[src/rtl/gpio_irq_pkg.sv]
package gpio_irq_pkg;
  localparam int unsigned ADDR_W = 3;
  localparam int unsigned NUM_CFG = 4;

  typedef enum logic [ADDR_W-1:0] {
    RA_MODE    = 3'd0,
    RA_ANYEDGE = 3'd1,
    RA_POL     = 3'd2,
    RA_ENABLE  = 3'd3,
    RA_RAW     = 3'd4,
    RA_MASKED  = 3'd5,
    RA_CLEAR   = 3'd6
  } reg_addr_e;
endpackage

[src/rtl/gpio_irq_cfg.sv]
module gpio_irq_cfg
  import gpio_irq_pkg::*;
#(
  parameter int unsigned N = 8
) (
  input  logic              clk,
  input  logic              rst,
  input  logic              wr_en,
  input  logic [ADDR_W-1:0] addr,
  input  logic [N-1:0]      wdata,
  output logic [N-1:0]      mode_q,
  output logic [N-1:0]      any_q,
  output logic [N-1:0]      pol_q,
  output logic [N-1:0]      mask_q,
  output logic [N-1:0]      clr_mask
);
  logic [N-1:0] cfg_q [NUM_CFG];

  // one plain register per configuration word
  for (genvar g = 0; g < NUM_CFG; g++) begin : g_cfg
    always_ff @(posedge clk) begin
      if (rst) begin
        cfg_q[g] <= '0;
      end else if (wr_en && addr == ADDR_W'(g)) begin
        cfg_q[g] <= wdata;
      end
    end
  end

  assign mode_q   = cfg_q[RA_MODE];
  assign any_q    = cfg_q[RA_ANYEDGE];
  assign pol_q    = cfg_q[RA_POL];
  assign mask_q   = cfg_q[RA_ENABLE];
  assign clr_mask = (wr_en && addr == RA_CLEAR) ? wdata : '0;
endmodule

[src/rtl/gpio_irq_cause.sv]
module gpio_irq_cause #(
  parameter int unsigned N = 8
) (
  input  logic         clk,
  input  logic         rst,
  input  logic [N-1:0] pin_data,
  input  logic [N-1:0] pin_dir,
  input  logic [N-1:0] mode,
  input  logic [N-1:0] any_edge,
  input  logic [N-1:0] pol,
  input  logic [N-1:0] clr_mask,
  output logic [N-1:0] raw_q
);
  logic [N-1:0] prev_q;
  logic [N-1:0] set_v;

  for (genvar i = 0; i < N; i++) begin : g_pin
    logic changed;
    logic match;
    assign changed  = (pin_data[i] ^ prev_q[i]) & ~pin_dir[i];
    assign match    = ~(pin_data[i] ^ pol[i]);
    assign set_v[i] = mode[i] ? match : (changed & (any_edge[i] | match));
  end

  always_ff @(posedge clk) begin
    if (rst) begin
      prev_q <= '0;
      raw_q  <= '0;
    end else begin
      prev_q <= pin_data;
      // a new event takes priority over a simultaneous clear
      raw_q  <= (raw_q & ~clr_mask) | set_v;
    end
  end
endmodule

[src/rtl/gpio_irq_rdmux.sv]
module gpio_irq_rdmux
  import gpio_irq_pkg::*;
#(
  parameter int unsigned N = 8
) (
  input  logic              clk,
  input  logic              rst,
  input  logic              rd_en,
  input  logic [ADDR_W-1:0] addr,
  input  logic [N-1:0]      mode,
  input  logic [N-1:0]      any_edge,
  input  logic [N-1:0]      pol,
  input  logic [N-1:0]      mask,
  input  logic [N-1:0]      raw,
  output logic [N-1:0]      rdata_q
);
  logic [N-1:0] sel;

  always_comb begin
    case (addr)
      RA_MODE:    sel = mode;
      RA_ANYEDGE: sel = any_edge;
      RA_POL:     sel = pol;
      RA_ENABLE:  sel = mask;
      RA_RAW:     sel = raw;
      RA_MASKED:  sel = raw & mask;
      default:    sel = '0;
    endcase
  end

  always_ff @(posedge clk) begin
    if (rst)        rdata_q <= '0;
    else if (rd_en) rdata_q <= sel;
    else            rdata_q <= '0;
  end
endmodule

[src/rtl/gpio_irq_detect.sv]
module gpio_irq_detect
  import gpio_irq_pkg::*;
#(
  parameter int unsigned N = 8
) (
  input  logic              clk,
  input  logic              rst,
  input  logic              wr_en,
  input  logic              rd_en,
  input  logic [ADDR_W-1:0] addr,
  input  logic [N-1:0]      wdata,
  output logic [N-1:0]      rdata,
  input  logic [N-1:0]      pin_data,
  input  logic [N-1:0]      pin_dir,
  output logic              irq
);
  logic [N-1:0] mode_q, any_q, pol_q, mask_q, clr_mask, raw_q;

  gpio_irq_cfg #(.N(N)) u_cfg (
    .clk(clk), .rst(rst), .wr_en(wr_en), .addr(addr), .wdata(wdata),
    .mode_q(mode_q), .any_q(any_q), .pol_q(pol_q), .mask_q(mask_q),
    .clr_mask(clr_mask)
  );

  gpio_irq_cause #(.N(N)) u_cause (
    .clk(clk), .rst(rst), .pin_data(pin_data), .pin_dir(pin_dir),
    .mode(mode_q), .any_edge(any_q), .pol(pol_q), .clr_mask(clr_mask),
    .raw_q(raw_q)
  );

  gpio_irq_rdmux #(.N(N)) u_rd (
    .clk(clk), .rst(rst), .rd_en(rd_en), .addr(addr),
    .mode(mode_q), .any_edge(any_q), .pol(pol_q), .mask(mask_q),
    .raw(raw_q), .rdata_q(rdata)
  );

  always_ff @(posedge clk) begin
    if (rst) irq <= 1'b0;
    else     irq <= |(raw_q & mask_q);
  end
endmodule

[config.mk]
export PLATFORM = sky130hd
export DESIGN_NAME = gpio_irq_detect
export DESIGN_NICKNAME = d
export VERILOG_FILES = /design/src/rtl/gpio_irq_pkg.sv /design/src/rtl/gpio_irq_cfg.sv /design/src/rtl/gpio_irq_cause.sv /design/src/rtl/gpio_irq_rdmux.sv /design/src/rtl/gpio_irq_detect.sv
export SDC_FILE = /design/constraint.sdc
export NUM_CORES = 1
export LEC_CHECK = 0
export CORE_AREA = 2 2 88 90
export DETAILED_ROUTE_END_ITERATION = 10
export DIE_AREA = 0 0 90 92
export GPL_TIMING_DRIVEN = 0
export PLACE_DENSITY = 0.68
export RECOVER_POWER = 25
export SKIP_LAST_GASP = 1
export SLEW_MARGIN = 30
export SYNTH_ARGS = -nofsm -noshare
export SYNTH_HDL_FRONTEND = slang
export SYNTH_SLANG_ARGS = --single-unit
[constraint.sdc]
create_clock -name clk -period 2 [get_ports clk]
set_input_delay 0.2 -clock clk [delete_from_list [all_inputs] [get_ports clk]]
set_output_delay 0.2 -clock clk [all_outputs]
set_load 0.05 [all_outputs]
Word-level counts from Yosys, hierarchy flattened
Memories as Yosys holds them, arrays and structs flattened.
Index checks and enable logic that the tools add are counted.
{"block": "word_totals", "register_bits": 25, "ramBits": 32, "input_bits": 31, "out_inout_bits": 9, "mem_count": 1}
{"block": "op_classes", "n_eq_ne": 6, "muxes": 28, "bitwise": 65, "n_reduce_logical": 8}
{"name": "u_cfg.cfg_q", "words": 4, "word_bits": 8, "read_ports": 4, "rd_clocked_by_memory_dff": 0, "write_ports": 4, "line_no": "gpio_irq_cfg.sv:17", "rtl": "logic [N-1:0] cfg_q [NUM_CFG];"}
{"cell": "$pmux W8 S6", "count": 1}
{"cell": "$mux W8", "count": 5}
{"cell": "$mux W1", "count": 22}
{"cell": "$not A1 Y1", "count": 17}
{"cell": "$and A1 B1 Y1", "count": 16}
{"cell": "$and A8 B8 Y8", "count": 2}
{"cell": "$xor A1 B1 Y1", "count": 16}
{"cell": "$or A1 B1 Y1", "count": 12}
{"cell": "$eq A3 B3 Y1 const B", "count": 3}
{"cell": "$not A8 Y8", "count": 1}
{"cell": "$or A8 B8 Y8", "count": 1}
{"cell": "$reduce_or A8 Y1", "count": 1}
{"cell": "$eq A3 B2 Y1 const B", "count": 2}
{"cell": "$logic_and A1 B1 Y1", "count": 5}
{"cell": "$eq A3 B1 Y1 const B", "count": 1}
{"cell": "$logic_not A3 Y1", "count": 1}
{"cell": "$reduce_or A2 Y1", "count": 1}

Logic depth before layout (Yosys ltp)
{"block": "logic_depth", "word_depth": 6, "depth_mapped": 6}

By module
A second synthesis with hierarchy kept.
{"block": "hier_totals", "cells_unflattened": 299, "hier_area_um2": 3088.0}
{"mod": "gpio_irq_cfg", "instances": 1, "cells_each": 107, "area_per_inst_um2": 1342.5, "seq_area_each_um2": 960.9}
{"mod": "gpio_irq_cause", "instances": 1, "cells_each": 109, "area_per_inst_um2": 982.2, "seq_area_each_um2": 320.3}
{"mod": "gpio_irq_rdmux", "instances": 1, "cells_each": 77, "area_per_inst_um2": 704.4, "seq_area_each_um2": 160.2}
{"mod": "gpio_irq_detect", "instances": 1, "cells_each": 6, "area_per_inst_um2": 58.8, "seq_area_each_um2": 20.0}

Worst setup path after synthesis
Ideal clock, no wire load.
{"block": "synth_path", "path_type": "input to register", "startpoint": "input rst", "endpoint": "memory u_cfg.cfg_q[3][0] (enable)", "arrival_time_ps": 989, "slack_ps": 699, "stages": 3, "path_buffers": 2, "cell_sequence": "clkbuf_1 > clkbuf_1 > a31o_2"}
{"element": "from (decl)", "line_no": "gpio_irq_detect.sv:7", "rtl": "input logic rst,"}
{"element": "to (decl)", "line_no": "gpio_irq_cfg.sv:17"}

==> results_dict.tcl <==
set metrics [dict create \
    critPathKind "in -> reg" \
    core_region_area_sq_um 7450 \
    rsz0062_at_grt "false" \
    chipHeight_um 92 \
    critPathRequiredTime_ns 2.03 \
    final.period_utilization_pct 95.0 \
    timing.reg2reg.setup_slack_ns 0.66 \
    clock.fmax_ghz 0.527 \
    insertedDiodeCount 0 \
    netlist_area_sq_um 2870 \
    vias_in_the_first_global_route 2300 \
    worst_clock_skew_ns 0.00904 \
    postCtsResizedCells 1 \
    worstHoldStart "addr[1]" \
    power.leakage_uw 0.00125 \
    combined_area_of_the_multi_input_logic_cells_sq_um 1310 \
    syn_area_per_cell_sq_um 10.6 \
    yosys_warnings 0 \
    place.gp.congestion 0.824 \
    clock_sink_count 57 \
    final-seq-area_sq_um 1460 \
    ys_seq_elements 57 \
    worstPathMaxFanout 10 \
    final_cell_mix "37 x clkdlybuf4s50_1, 32 x and2_1, 32 x edfxtp_1" \
    drive_above_1_share_pct 11.4 \
    numPortBuffers 38 \
    final.min_clock_period_ns 1.90 \
    floorplan_die_area_sq_um 8280 \
    placementRows 32 \
    asyncSetResetFlopFracSynth_pct 0 \
    route.detailed.vias_per_inst 5.40 \
    worstSetupEndpointType "flip-flop" \
    grt_start_max_net_pins 11 \
    drv_slew 0 \
    cts_setup_buffers 0 \
    worst_hold_path.endpoint "u_rd.rdata_q[1]" \
    grt_overflow_total 0 \
    critical-path-top-delay-family "buffers and inverters" \
    timing.rr.start "u_cfg.cfg_q[0][6]" \
    post_cts_hold_buffer_count 0 \
    power_per_cell_area_nw_per_um2 797 \
    htree_num_levels 3 \
    cts-buffers-inserted 9 \
    timing_worst_slew_pin_value_ns 0.831 \
    crit_chain "clkdlybuf4s50_1 > clkbuf_2 > clkbuf_1 > a31o_2" \
    drc 0 \
    synth.net_count 302 \
    timing.hold.worst_path_depth 4 \
    timing.final.hold_violations 0 \
    area_growth_syn_to_layout_pct 24.4 \
    die_w_um 90 \
    drv.max_cap_violation_count 0 \
    holdCritPathClass "in -> reg" \
    synth.yosys.seq_area_share_pct 50.9 \
    avgRoutedWirePerCell_um 17.2 \
    finalSetupViolCount 0 \
    worst_ir_drop_vdd_uv 326 \
    start_util_pct 38.5 \
    dr.first_iter.drc_count 136 \
    synth_flop_cell "edfxtp_1" \
    wl_um 7340 \
    critical_path.max_stage_delay_ns 0.53 \
    dp_slack_ns -0.589 \
    post_detail_place_hpwl_um 5080 \
    first_pass_iters 4 \
    cts.reportedPaths.clkPinSlew_ns 0.06 \
    wire_length_of_the_first_global_routing_pass_um 11700 \
    commonest_non_fill_non_tap_cell_in_the_layout "clkdlybuf4s50_1" \
    vias 2307 \
    io_pins 40 \
    post_synth_edffs 32 \
    rr_endpoint "u_rd.rdata_q[6]" \
    grtUsageTotal_pct 18.8 \
    post-layout-total-power_uw 2850 \
    root_buffer "clkbuf_8" \
    cts_tree "done" \
    status "finished clean" \
    n_fill_cell 719 \
    synthesis.instances 271 \
    cts.path.max_buffers 2 \
    worstRegToRegCells 3 \
    grt_antenna_before_repair 0 \
    worstSkewPairLatency_ns 0.35 \
    cp-start-kind "primary input" \
    timing.max_slew.rel_slack_pct 44.3 \
    antenna_violating_nets_post_route 0 \
    timing.critical_path.arrival_ns 1.93 \
    layout_setup_ws_ns 0.101 \
    worst-path-buf-inv 3 \
    fin_nets 351 \
    synth_cell_types 44 \
    critical_path_slowest_stage_cell "clkbuf_1" \
]
cell type report:
type,instances,share of cell area (%)
sequential,57,40.9
multi-input combinational,193,36.6
timing repair buffer,38,10.7
clock buffer,13,4.45
tap,102,3.58
inverter,13,1.37
buffer,8,1.26
clock inverter,3,1.12
synth_stat cells, drive strengths merged (4+ instances only):
| library cell | number | area share, % |
|---|---|---|
| o21bai | 8 | 2.1 |
| nand3b | 8 | 2.1 |
| edfxtp | 32 | 33 |
| dfxtp | 25 | 17 |
| nor3b | 9 | 2.5 |
| nor3 | 4 | 1.4 |
| o2bb2ai | 4 | 1.2 |
| a41oi | 8 | 2.4 |
| inv | 13 | 1.7 |
| a32oi | 12 | 3.7 |
| nor2b | 10 | 2.3 |
| and2 | 32 | 7.0 |
| o211ai | 9 | 2.5 |
| nor2 | 18 | 2.4 |
| a21oi | 7 | 1.2 |
| buf | 6 | 1.4 |
| nand2 | 29 | 3.8 |
stage by stage:
stage	cell area (sq um)	TNS, ns	instances	util [%]	hold WS, ns
2_1_floorplan	2870	0	271	-	0.328
3_3_place_gp	3380	-6.86	411	45.3	0.522
3_5_place_dp	3380	-7.19	411	45.3	0.526
4_1_cts	3580	0	427	48.0	0.380
5_1_grt	3570	0	427	47.9	0.437
6_report	3570	0	427	47.9	0.393
state kept, by name, summed over array words and instances (netlist names):
signal and count:
u_cfg.cfg_q 32, irq 1, u_cause.prev_q 8, u_cause.raw_q 8, u_rd.rdata_q 8
per-layer routing:
metal / GRT usage [%] / part of all wire, % / vias up
met5: 0 / 0 / -
met4: 9.36 / 2.5 / 0
met3: 5.18 / 4.9 / 13
met2: 31.6 / 48 / 61
met1: 22.3 / 45 / 1118
li1: - / - / 1115
how the worst max path moves through the flow:
| stage | start | to | cells after the start |
|---|---|---|---|
| after global routing | rst | u_cfg.cfg_q[3][4] | 4 |
| after CTS | rst | u_cfg.cfg_q[3][4] | 4 |
| after global placement | rst | u_cfg.cfg_q[3][6] | 4 |
| after detailed placement | rst | u_cfg.cfg_q[3][5] | 4 |
| final | rst | u_cfg.cfg_q[3][4] | 4 |
| after floorplan | rst | u_cfg.cfg_q[3][0] | 3 |
cell families (layout without fill, tap and decap cells):
group	after synthesis	count (layout)	synth area share, %
AND/OR/NAND/NOR	120	120	23.9
buffers and inverters	21	75	3.31
flip-flops	57	57	50.9
AO/OA/AOI/OAI	65	65	18.1
multiplexers	8	8	3.79
power by group:
part           switching, uW  internal (uW)
Combinational            194            170
Clock                    459            640
Sequential              64.7           1320
tightest hold or removal path: stages:
cell,delay [ns]
buf_2,0.18
nor2b_1,0.10
nand4_1,0.09
a31oi_1,0.10
No activity file was read; power rests on OpenSTA's default activity.
